==> src/rtl/cipher_pkg.sv <==
package cipher_pkg;
    localparam int BYTE_W = 8;
    typedef logic [BYTE_W-1:0] byte_t;

    typedef struct packed {
        byte_t a;
        byte_t b;
    } chain_state_t;

    localparam chain_state_t SEED = '{a: 8'h9B, b: 8'h54};

    // Forward mixing: two rounds, the first keyed by b, the second by a.
    function automatic byte_t scramble(input byte_t v, input chain_state_t s);
        byte_t t;
        t = (((v ^ s.b ^ 8'h2B) - 8'h05) ^ 8'h35) - 8'h39;
        return (((t ^ s.a ^ 8'h5A) - 8'hB0) ^ 8'h38) - 8'h45;
    endfunction

    // Inverse mixing: undoes the rounds in reverse order.
    function automatic byte_t unscramble(input byte_t c, input chain_state_t s);
        byte_t t;
        t = ((((c + 8'h45) ^ 8'h38) + 8'hB0) ^ 8'h5A) ^ s.a;
        return ((((t + 8'h39) ^ 8'h35) + 8'h05) ^ 8'h2B) ^ s.b;
    endfunction
endpackage

==> src/rtl/cipher_chain_reg.sv <==
module cipher_chain_reg
    import cipher_pkg::*;
(
    input  logic         clk,
    input  logic         rst,
    input  logic         reseed,
    input  logic         advance,
    input  chain_state_t next_state,
    output chain_state_t cur_state
);
    always_ff @(posedge clk) begin
        if (rst || reseed)
            cur_state <= SEED;
        else if (advance)
            cur_state <= next_state;
    end
endmodule

==> src/rtl/cipher_lane.sv <==
module cipher_lane
    import cipher_pkg::*;
#(
    parameter bit INVERSE = 1'b0
) (
    input  logic  clk,
    input  logic  rst,
    input  logic  in_valid,
    input  logic  in_start,
    input  byte_t in_data,
    output logic  out_valid,
    output byte_t out_data
);
    chain_state_t cur_state, eff_state, next_state;
    byte_t        result;

    // A start in the same cycle as a byte overrides the held state.
    assign eff_state = in_start ? SEED : cur_state;

    generate
        if (INVERSE) begin : g_inv
            always_comb begin
                result       = unscramble(in_data, eff_state);
                next_state.a = result;
                next_state.b = in_data;
            end
        end else begin : g_fwd
            always_comb begin
                result       = scramble(in_data, eff_state);
                next_state.a = in_data;
                next_state.b = result;
            end
        end
    endgenerate

    cipher_chain_reg u_chain (
        .clk        (clk),
        .rst        (rst),
        .reseed     (in_start && !in_valid),
        .advance    (in_valid),
        .next_state (next_state),
        .cur_state  (cur_state)
    );

    always_ff @(posedge clk) begin
        if (rst) begin
            out_valid <= 1'b0;
            out_data  <= '0;
        end else begin
            out_valid <= in_valid;
            if (in_valid)
                out_data <= result;
        end
    end
endmodule

==> src/rtl/chained_byte_cipher.sv <==
module chained_byte_cipher
    import cipher_pkg::*;
(
    input  logic       clk,
    input  logic       rst,
    input  logic       enc_in_valid,
    input  logic       enc_in_start,
    input  logic [7:0] enc_in_data,
    output logic       enc_out_valid,
    output logic [7:0] enc_out_data,
    input  logic       dec_in_valid,
    input  logic       dec_in_start,
    input  logic [7:0] dec_in_data,
    output logic       dec_out_valid,
    output logic [7:0] dec_out_data
);
    cipher_lane #(.INVERSE(1'b0)) u_fwd (
        .clk       (clk),
        .rst       (rst),
        .in_valid  (enc_in_valid),
        .in_start  (enc_in_start),
        .in_data   (enc_in_data),
        .out_valid (enc_out_valid),
        .out_data  (enc_out_data)
    );

    cipher_lane #(.INVERSE(1'b1)) u_inv (
        .clk       (clk),
        .rst       (rst),
        .in_valid  (dec_in_valid),
        .in_start  (dec_in_start),
        .in_data   (dec_in_data),
        .out_valid (dec_out_valid),
        .out_data  (dec_out_data)
    );
endmodule

==> config.mk <==
export PLATFORM = sky130hd
export DESIGN_NAME = chained_byte_cipher
export DESIGN_NICKNAME = d
export VERILOG_FILES = /design/src/rtl/cipher_pkg.sv /design/src/rtl/cipher_chain_reg.sv /design/src/rtl/cipher_lane.sv /design/src/rtl/chained_byte_cipher.sv
export SDC_FILE = /design/constraint.sdc
export NUM_CORES = 1
export LEC_CHECK = 0
export BUFFER_PORTS_ARGS = -buffer_cell sky130_fd_sc_hd__buf_2
export CORE_UTILIZATION = 55
export CTS_CLUSTER_SIZE = 10
export DETAILED_ROUTE_END_ITERATION = 10
export PLACE_DENSITY = 0.76
export SYNTH_ARGS = -nofsm -noshare
export SYNTH_HDL_FRONTEND = slang
export SYNTH_SLANG_ARGS = --single-unit
export TNS_END_PERCENT = 1
==> constraint.sdc <==
create_clock -name clk -period 8.26 [get_ports clk]
set_clock_uncertainty 0.2 [all_clocks]
set_input_delay 0 -clock clk [delete_from_list [all_inputs] [get_ports clk]]
set_output_delay 0 -clock clk [all_outputs]
set_load 0.02 [all_outputs]
==> results of run 1 <==
## cell families after synthesis
| family | count (synthesis) | synth area share, % |
|---|---|---|
| multiplexers | 8 | 2.40 |
| AO/OA/AOI/OAI | 93 | 19.7 |
| buffers and inverters | 31 | 3.75 |
| adder cells (fa/ha/maj) | 6 | 2.25 |
| XOR/XNOR | 66 | 20.5 |
| AND/OR/NAND/NOR | 144 | 21.5 |
| flip-flops | 50 | 30.0 |
## area by class of cell
class	instances	area [µm²]	share of cell area, %
sequential	50	1000	26.2
clock buffer	6	72.6	1.90
multi-input combinational	317	2210	58.0
timing repair buffer	56	365	9.57
inverter	14	52.6	1.38
clock inverter	2	17.5	0.459
tap	75	93.8	2.46
## worst register-to-register path, delay by kind of cell (launching register included)
| family | cells | cell delay [ns] |
|---|---|---|
| adder cells (fa/ha/maj) | 1 | 0.33 |
| AND/OR/NAND/NOR | 4 | 0.95 |
| flip-flops | 1 | 0.39 |
| XOR/XNOR | 3 | 0.90 |
| AO/OA/AOI/OAI | 3 | 0.63 |
## layout by cell type, fill, tap and decap left out, drive strengths merged, types with 7 or more instances in the layout
master	n
a211oi	8
a21oi	26
buf	39
dfxtp	50
dlygate4sd3	17
inv	15
mux2i	8
nand2	25
nand2b	10
nand3	7
nor2	54
nor2b	8
nor3	15
o21ai	17
o21bai	13
xnor2	46
xor2	15
## routing by layer
metal  routed length (µm)  part of all wire, %  global-route usage (%)
met1                 3890                   51                    37.1
met5                    0                    0                       0
met3                  276                  3.6                    3.66
met4                  104                  1.4                    8.21
met2                 3330                   44                    39.8
## worst max-delay path by stage
stage,to,depth (start not counted)
6_report,u_fwd.out_data[7]$_SDFFE_PP0P_,11
2_1_floorplan,u_fwd.out_data[7]$_SDFFE_PP0P_,11
5_1_grt,u_fwd.out_data[7]$_SDFFE_PP0P_,11
3_5_place_dp,u_fwd.out_data[7]$_SDFFE_PP0P_,13
4_1_cts,u_fwd.out_data[7]$_SDFFE_PP0P_,11
3_3_place_gp,u_fwd.out_data[7]$_SDFFE_PP0P_,13
## power by group
part / leakage [µW] / internal, µW / switching [µW] / total, µW
clock network: 0.0000458 / 61.8 / 92.3 / 154
logic: 0.00111 / 161 / 205 / 367
registers: 0.000413 / 274 / 21.9 / 296
## metrics by stage
| step | utilization (%) | total power (µW) | instances | hold WS [ns] | setup slack, ns |
|---|---|---|---|---|---|
| after floorplan | - | 579 | 398 | -0.0592 | 5.17 |
| after global placement | 60.4 | 648 | 495 | 0.0679 | 4.84 |
| after detailed placement | 60.4 | 657 | 495 | 0.0721 | 4.66 |
| after CTS | 64.9 | 815 | 520 | 0.0198 | 4.76 |
| after global routing | 64.9 | 869 | 520 | 0.0637 | 4.54 |
| final | 64.9 | 817 | 520 | 0.0243 | 4.73 |
## sequential cells by signal, summed over array words and instances (netlist names)
name / cells
u_fwd.u_chain.cur_state: 16
u_inv.out_data: 8
u_inv.u_chain.cur_state: 16
u_fwd.out_data: 8
u_fwd.out_valid: 1
u_inv.out_valid: 1
## timing repair
action / in CTS / in global routing
hold endpoints to repair: 21 / 0
hold buffers: 17 / 0
endpoints found under the setup margin: 0 / 0
==> run_results.csv, run 1 <==
group,metric,value,unit
yosys,synth_cells,398,
clock_network,path_clk_slew,0.11,ns
critical_path,crit_chain,"nor2b_1 > xor2_1 > ha_1 > xnor3_1 > or4_1 > nand4_1 > nand3b_1 > a2111oi_2 > o21bai_2 > xnor2_1 > o22ai_1",
clock_network,clock_sinks,50,
floorplan,coreArea,5890,µm²
placement,placed_cell_area,3560,µm²
yosys,synth-seq-cells,50,
clock_network,clkLatencyLatePin,0.31,ns
sta,slew_headroom,49.0,%
yosys,synth_top_flop_cell,"dfxtp_1",
sta,setup_viol,0,
yosys,synth_nets,426,
detailed_routing,detail-route-antenna-nets,0,
yosys,yosys-top-cells-count,"54 x nor2_1, 50 x dfxtp_1, 45 x xnor2_1",
placement,globalplace.congestion,0.852,
critical_path,critPathCaptureType,"flip-flop",
final_layout,nFillCells,510,
critical_path,crit_type,"reg2reg",
worst_hold_path,hold_depth,3,
grt,grt_pass1_wl,12900,µm
critical_path,r2r_cells,11,
final_layout,design_area,3820,µm²
floorplan,start_util,56.8,%
yosys,ys_types,66,
pwr,leakage,0.00157,µW
clock_network,root_buffer,"clkbuf_8",
sta,tns,0,ns
critical_path,slowest_delay,0.46,ns
sta,hold_viol_final,0,
pwr,p_per_area,214,nW/µm²
yosys,seq_area_frac_synth,30.0,%
critical_path,cpMaxStageDelayCell,"or4_1",
grt,overflow,0,
detailed_routing,routed_wl,7600,µm
floorplan,die-area,6390,µm²
grt,grt_usage,25.9,%
clock_network,post_cts_resized,0,
sta,tightest_slew,0.765,ns
detailed_routing,first_pass_iters,5,
run_status,outcome,"finished clean",
clock_network,htreeDepth,2,
yosys,synth.avg_cell_area,8.39,µm²
grt,grt_pass1_vias,2766,
detailed_routing,drtIter0Drc,189,
floorplan,num_rows,28,
worst_hold_path,min_to,"u_inv.u_chain.cur_state[2]$_SDFFE_PP1P_",
floorplan,io_pins,40,
pwr,peakVddDrop,0.132,mV
sta,fmax,0.283,GHz
clock_network,cts_buffer_depth,2,
floorplan,die_w,79.9,µm
critical_path,start_kind,"flip-flop",
floorplan,die_height,79.9,µm
yosys,synth_area,3340,µm²
final_layout,drive_gt1_share,15.3,%
yosys,async_reset_ff_share,0,%
final_layout,diodes,0,
job,cap_violations,0,
sta,period_share,42.8,%
yosys,synth_top_area_share,30.0,%
critical_path,cp.arrival,3.50,ns
clock_network,cts_made_buffers,5,
sta,slew_viol_final,0,
critical_path,r2r_setup_slack,4.73,ns
clock_network,postCtsSetupBuffers,0,
yosys,synth_edf_count,0,
critical_path,crit_start,"u_fwd.u_chain.cur_state[1]$_SDFFE_PP0P_",
placement,port_buffers,39,
final_layout,area_growth,14.3,%
critical_path,crit_required,8.22,ns
yosys,yosysWarnings,0,
critical_path,timing.rr.start,"u_fwd.u_chain.cur_state[1]$_SDFFE_PP0P_",
clock_network,tritoncts,"done",
worst_hold_path,min_from,"dec_in_start",
yosys,ys_top_cells_by_area,"dfxtp_1 30%, xnor2_1 12%, nor2_1 6.1%",
detailed_routing,drc,0,
critical_path,crit_family,"simple AND/OR/NAND/NOR gates",
sta,rsz0062_at_grt,"false",
detailed_routing,vias,2958,
yosys,synth_top_area_cell,"dfxtp_1",
critical_path,timing.rr.end,"u_fwd.out_data[7]$_SDFFE_PP0P_",
detailed_routing,vias_per_cell,5.69,
detailed_routing,wire_per_inst,14.6,µm
critical_path,crit_buf_inv,0,
sta,layout_min_cycle_time,3.53,ns
yosys,synth_most_common_cell,"nor2_1",
grt,grt_max_degree,43,
placement,hpwl,5350,µm
final_layout,nets,472,
grt,antenna_found_initial,0,
worst_hold_path,hp-class,"in2reg",
critical_path,path_max_fanout,5,
No activity file was read; power rests on OpenSTA's default activity.
==> run 2: changes to the inputs <==
--- a/config.mk
+++ b/config.mk
@@ -6,10 +6,10 @@
 export NUM_CORES = 1
 export LEC_CHECK = 0
 export BUFFER_PORTS_ARGS = -buffer_cell sky130_fd_sc_hd__buf_2
-export CORE_UTILIZATION = 55
+export CORE_UTILIZATION = 53
 export CTS_CLUSTER_SIZE = 10
 export DETAILED_ROUTE_END_ITERATION = 10
-export PLACE_DENSITY = 0.76
+export PLACE_DENSITY = 0.77
 export SYNTH_ARGS = -nofsm -noshare
 export SYNTH_HDL_FRONTEND = slang
 export SYNTH_SLANG_ARGS = --single-unit
==> constraint.sdc (replaced) <==
create_clock -name clk -period 3.25 [get_ports clk]
set_clock_uncertainty 0.2 [all_clocks]
set_input_delay 0 -clock clk [delete_from_list [all_inputs] [get_ports clk]]
set_output_delay 0 -clock clk [all_outputs]
set_load 0.02 [all_outputs]
==> run 2 against run 1 <==
  * Power grew to 2.7 times the previous value
  * Combinational power grew to 2.7 times the previous value
  * Clock power grew to 3.1 times the previous value
  * Largest cell class unchanged
  * Global-route usage grew 0.24 points
  * Worst setup slack lost 4.7 ns
  * Highest routed layer unchanged
  * Largest power group unchanged
  * Flip-flop and latch count is the same
  * Sequential power grew to 2.5 times the previous value
  * Final cell count grew 2.5%
==> run_results.csv, run 2 (same netlist as run 1, synthesis figures left out) <==
group,metric,value,unit
clock_network,htreeDepth,2,
detailed_routing,vias_per_cell,5.65,
clock_network,clock_sinks,50,
final_layout,diodes,0,
floorplan,die_height,81.4,µm
sta,layout_min_cycle_time,3.18,ns
detailed_routing,routed_wl,8250,µm
critical_path,path_max_fanout,3,
sta,slew_viol_final,0,
grt,grt_pass1_vias,2820,
critical_path,setup.worst_path.end,"u_fwd.out_data[7]$_SDFFE_PP0P_",
run_status,outcome,"finished clean",
final_layout,final_cells,533,
detailed_routing,vias,3009,
pwr,p_per_area,554,nW/µm²
sta,rsz0062_at_grt,"true",
pwr,leakage,0.00166,µW
grt,antenna_found_initial,0,
final_layout,nets,485,
pwr,peakVddDrop,0.346,mV
detailed_routing,wire_per_inst,15.5,µm
final_layout,drive_gt1_share,18.8,%
sta,tns,0,ns
detailed_routing,detail-route-antenna-nets,0,
clock_network,clkLatencyLatePin,0.32,ns
detailed_routing,drc,0,
critical_path,timing.rr.start,"u_fwd.u_chain.cur_state[1]$_SDFFE_PP0P_",
clock_network,cts_buffer_depth,2,
floorplan,coreArea,5990,µm²
placement,globalplace.congestion,0.838,
job,cap_violations,0,
worst_hold_path,hp-class,"in2reg",
clock_network,root_buffer,"clkbuf_8",
sta,slew_headroom,50.1,%
floorplan,die-area,6620,µm²
placement,hpwl,5640,µm
worst_hold_path,min_from,"dec_in_valid",
critical_path,r2r_cells,11,
floorplan,start_util,55.8,%
final_layout,layout_commonest_cell,"nor2_1",
final_layout,biggestRegsByFlops,"u_fwd.u_chain.cur_state (16), u_inv.u_chain.cur_state (16)",
sta,setup_viol,0,
pwr,power,2230,µW
final_layout,area_growth,20.4,%
grt,grt_max_degree,43,
critical_path,critPathCaptureType,"flip-flop",
grt,grt_usage,26.2,%
clock_network,tritoncts,"done",
critical_path,timing.rr.end,"u_fwd.out_data[7]$_SDFFE_PP0P_",
floorplan,num_rows,28,
sta,fmax,0.315,GHz
clock_network,path_clk_slew,0.10,ns
detailed_routing,first_pass_iters,7,
critical_path,crit_start,"enc_in_start",
detailed_routing,drtIter0Drc,183,
grt,grt_pass1_wl,13200,µm
placement,dpl.cell_count,503,
clock_network,cts_made_buffers,5,
floorplan,io_pins,40,
grt,overflow,0,
critical_path,start_kind,"primary input",
final_layout,final_cell_mix,"54 x nor2_1, 49 x dfxtp_1, 43 x xnor2_1",
placement,port_buffers,39,
critical_path,cp.arrival,3.15,ns
critical_path,r2r_setup_slack,0.11,ns
sta,tightest_slew,0.749,ns
critical_path,crit_type,"in2reg",
sta,period_share,97.7,%
floorplan,die_w,81.4,µm
critical_path,crit_required,3.22,ns
sta,hold_viol_final,0,
## run 2: cell types whose count changed in the layout (fill, tap and decap cells not counted), sizes merged
cell / change
clkinv: -1
buf: +9
dlygate4sd3: +4
bufinv: +1
## run 2: layer usage
metal,vias to the layer above,share of wire [%],global-route usage (%)
li1,1492,-,-
met1,1414,47,36.2
met3,13,6.1,4.49
met2,90,45,40.5
met4,0,1.7,9.46
met5,-,0,0
## run 2: cell type report
cell class              count  area (µm²)
clock buffers               6        82.6
clock inverters             2        38.8
fillers                   479        1970
inverters                  14        52.6
multi-input cells         317        2270
flip-flops and latches     50        1000
well taps                  75        93.8
repair buffers             69         485
## run 2: what timing repair did
| item | in CTS | in global routing |
|---|---|---|
| hold buffers | 21 | 0 |
| gates resized for setup | 0 | 9 |
| endpoints found under the setup margin | 0 | 5 |
| buffers inserted | 0 | 1 |
| endpoints found under the hold margin | 22 | 0 |
## run 2: metrics by stage
stage | utilization (%) | cell area (µm²) | setup WS [ns] | hold WS (ns)
4_1_cts | 66.1 | 3960 | 0.0212 | 0.00999
3_3_place_gp | 60.6 | 3630 | 0.194 | 0.0695
6_report | 67.1 | 4020 | 0.0735 | 0.0247
5_1_grt | 67.1 | 4020 | -0.0697 | 0.0461
2_1_floorplan | - | 3340 | 0.164 | -0.0592
3_5_place_dp | 60.6 | 3630 | 0.0741 | 0.0861
## run 2: where the power goes
part / leakage, µW / switching [µW] / internal [µW]
Clock: 0.0000618 / 230 / 254
Sequential: 0.000414 / 56.9 / 697
Combinational: 0.00119 / 547 / 445
Total: 0.00166 / 834 / 1400
## run 2: worst max-delay path, stage by stage
cell           delay (ns)
buf_2                0.12
dlygate4sd3_1        0.59
nor2b_2              0.18
xor2_2               0.19
ha_2                 0.24
xnor3_1              0.34
or4_1                0.44
nand4_1              0.13
nand3b_1             0.16
a2111oi_4            0.37
o21bai_2             0.13
xnor2_2              0.16
o22ai_1              0.09
## run 2: worst min-delay path by stage
stage                                                          end  depth (start not counted)
after global placement     u_inv.u_chain.cur_state[7]$_SDFFE_PP0P_                          3
after floorplan           u_fwd.u_chain.cur_state[13]$_SDFFE_PP0P_                          2
final                     u_inv.u_chain.cur_state[10]$_SDFFE_PP0P_                          2
after CTS                 u_inv.u_chain.cur_state[14]$_SDFFE_PP0P_                          2
after global routing      u_inv.u_chain.cur_state[13]$_SDFFE_PP0P_                          2
after detailed placement   u_inv.u_chain.cur_state[7]$_SDFFE_PP0P_                          3
==> run 3: changes to the inputs <==
==> constraint.sdc (replaced) <==
create_clock -name clk -period 3.25 [get_ports clk]
set_clock_uncertainty 0.2 [all_clocks]
set_input_delay 0.65 -clock clk [delete_from_list [all_inputs] [get_ports clk]]
set_output_delay 0.65 -clock clk [all_outputs]
set_load 0.02 [all_outputs]
==> run 3 against run 2 <==
  * Sequential power about the same
  * Hold slack improved by 0.24 ns
  * Final cell count increased by 2.3%
  * Power increased by 6.0%
  * Register-to-register slack improved by 0.04 ns
  * Maximum frequency increased by 1.2%
  * Worst setup slack improved by 0.037 ns
  * Critical endpoint is now u_fwd.out_data[6]$_SDFFE_PP0P_
  * Largest power group unchanged
==> run_results.csv, run 3 (same netlist as run 1, synthesis figures left out) <==
group,metric,value,unit
run_status,outcome,"finished clean",
clock_network,post_cts_resized,0,
grt,grt_usage,26.5,%
sta,slew_viol_final,0,
clock_network,tritoncts,"done",
sta,whs,0.269,ns
clock_network,cts_made_buffers,5,
clock_network,cts_hold_buf,0,
final_layout,nets,498,
critical_path,timing.rr.end,"u_fwd.out_data[5]$_SDFFE_PP0P_",
critical_path,cpMostUsedCell,"buf_4",
worst_hold_path,hp-class,"reg2reg",
final_layout,nFillCells,474,
final_layout,layout_commonest_cell,"nor2_1",
placement,placed_cell_area,3910,µm²
job,cap_violations,0,
final_layout,final_cell_mix,"54 x nor2_1, 50 x dfxtp_1, 43 x buf_4",
pwr,p_clk_share,19.4,%
sta,rsz0062_at_grt,"true",
final_layout,biggestRegsByFlops,"u_fwd.u_chain.cur_state (16), u_inv.u_chain.cur_state (16)",
critical_path,cpMaxStageDelayCell,"xor3_1",
final_layout,diodes,0,
critical_path,path_max_fanout,9,
floorplan,io_pins,40,
grt,overflow,0,
sta,tightest_slew,0.767,ns
final_layout,drive_gt1_share,26.2,%
sta,setup_viol,0,
placement,globalplace.congestion,0.875,
critical_path,r2r_setup_slack,0.15,ns
critical_path,crit_family,"XOR/XNOR gates",
detailed_routing,wire_per_inst,15.6,µm
detailed_routing,first_pass_iters,5,
floorplan,die_w,81.4,µm
final_layout,fin_util,68.4,%
critical_path,slowest_delay,0.30,ns
grt,antenna_found_initial,0,
critical_path,start_kind,"primary input",
critical_path,crit_buf_inv,4,
critical_path,crit_required,3.20,ns
pwr,combPwrFrac,48.6,%
placement,hpwl,6020,µm
floorplan,num_rows,28,
final_layout,area_growth,22.6,%
sta,slew_headroom,48.9,%
pwr,peakVddDrop,0.360,mV
pwr,p_per_area,577,nW/µm²
clock_network,path_clk_slew,0.09,ns
detailed_routing,detail-route-antenna-nets,0,
clock_network,cts_buffer_depth,2,
critical_path,r2r_cells,11,
clock_network,postCtsSetupBuffers,0,
critical_path,timing.rr.start,"u_fwd.u_chain.cur_state[1]$_SDFFE_PP0P_",
floorplan,die_height,81.4,µm
pwr,power,2360,µW
critical_path,crit_start,"enc_in_start",
clock_network,htreeDepth,2,
final_layout,design_area,4100,µm²
critical_path,cp.depth,12,
grt,grt_max_degree,43,
pwr,internal_power,1500,µW
clock_network,root_buffer,"clkbuf_8",
final_layout,ff_latch_area,1000,µm²
critical_path,critPathCaptureType,"flip-flop",
critical_path,setup.worst_path.end,"u_fwd.out_data[6]$_SDFFE_PP0P_",
pwr,netSwitchingFraction,36.4,%
sta,period_share,96.6,%
clock_network,clkLatencyLatePin,0.31,ns
final_layout,multi_input_area,2320,µm²
sta,tns,0,ns
critical_path,cp.arrival,3.09,ns
critical_path,crit_type,"in2reg",
detailed_routing,vias_per_cell,5.66,
sta,hold_viol_final,0,
grt,grt_pass1_vias,2897,
floorplan,start_util,55.8,%
placement,port_buffers,39,
detailed_routing,vias,3084,
critical_path,crit_chain,"buf_2 > buf_4 > buf_4 > and2b_1 > xnor2_1 > a2111oi_4 > xor3_1 > o2111a_1 > buf_4 > or2_2 > xnor2_2 > o22ai_1",
detailed_routing,drtIter0Drc,228,
pwr,seqPwrFrac,32.0,%
detailed_routing,routed_wl,8510,µm
pwr,leakage,0.00175,µW
sta,fmax,0.318,GHz
pwr,p_switching,860,µW
grt,grt_pass1_wl,13500,µm
floorplan,die-area,6620,µm²
sta,layout_min_cycle_time,3.14,ns
clock_network,clock_sinks,50,
detailed_routing,drc,0,
floorplan,coreArea,5990,µm²
-- run 3: changes by cell type in the layout (fill, tap and decap cells not counted), moves of 3 or more --
cell           previous run  this run
xnor2_2                   3         6
xnor2_1                  43        40
buf_4                     8        43
dlygate4sd3_1            21         0
-- run 3: worst min-delay path by stage --
| stage | from | to | slack, ns | depth (start not counted) |
|---|---|---|---|---|
| after floorplan | u_inv.u_chain.cur_state[11]$_SDFFE_PP1P_ | u_inv.u_chain.cur_state[11]$_SDFFE_PP1P_ | 0.24 | 2 |
| after global placement | u_inv.out_data[3]$_SDFFE_PP0P_ | u_inv.out_data[3]$_SDFFE_PP0P_ | 0.25 | 2 |
| after CTS | u_inv.out_data[3]$_SDFFE_PP0P_ | u_inv.out_data[3]$_SDFFE_PP0P_ | 0.27 | 2 |
| final | u_inv.out_data[3]$_SDFFE_PP0P_ | u_inv.out_data[3]$_SDFFE_PP0P_ | 0.27 | 2 |
| after detailed placement | u_inv.out_data[3]$_SDFFE_PP0P_ | u_inv.out_data[3]$_SDFFE_PP0P_ | 0.26 | 2 |
| after global routing | u_inv.out_data[4]$_SDFFE_PP0P_ | u_inv.out_data[4]$_SDFFE_PP0P_ | 0.30 | 2 |
-- run 3: area by class of cell --
cell class	instances	area share (%)
timing repair buffer	82	12.6
inverter	14	1.28
clock buffer	6	2.02
multi-input combinational	317	56.6
tap	75	2.29
sequential	50	24.4
clock inverter	1	0.733
-- run 3: power by group through the flow --
stage               Combinational (µW)  Sequential (µW)  Clock (µW)
global route                      1250              765         474
global placement                  1040              765           0
CTS                               1080              754         459
finish                            1150              756         458
floorplan                          683              806           0
detailed placement                1060              768           0
-- run 3: worst register-to-register path, stage by stage, from the launching register on --
cell	delay, ns
dfxtp_1	0.41
nor2b_2	0.25
xor2_2	0.22
ha_4	0.19
xnor3_1	0.25
or4_1	0.45
a22oi_1	0.23
nand3b_1	0.22
buf_4	0.14
nand2_1	0.06
xnor2_1	0.15
a211oi_1	0.24
-- run 3: routing by layer --
metal / global-route usage, % / routed length [µm] / up-vias
met5: 0 / 0 / -
met4: 8.21 / 146 / 0
met3: 3.60 / 475 / 15
met2: 42.9 / 3940 / 98
met1: 36.0 / 3940 / 1456
li1: - / - / 1515
-- run 3: through the flow --
stage | setup WS, ns | std cells
floorplan | -0.130 | 398
global placement | -0.179 | 538
detailed placement | -0.284 | 538
CTS | 0.0147 | 545
global route | -0.0437 | 545
finish | 0.110 | 545
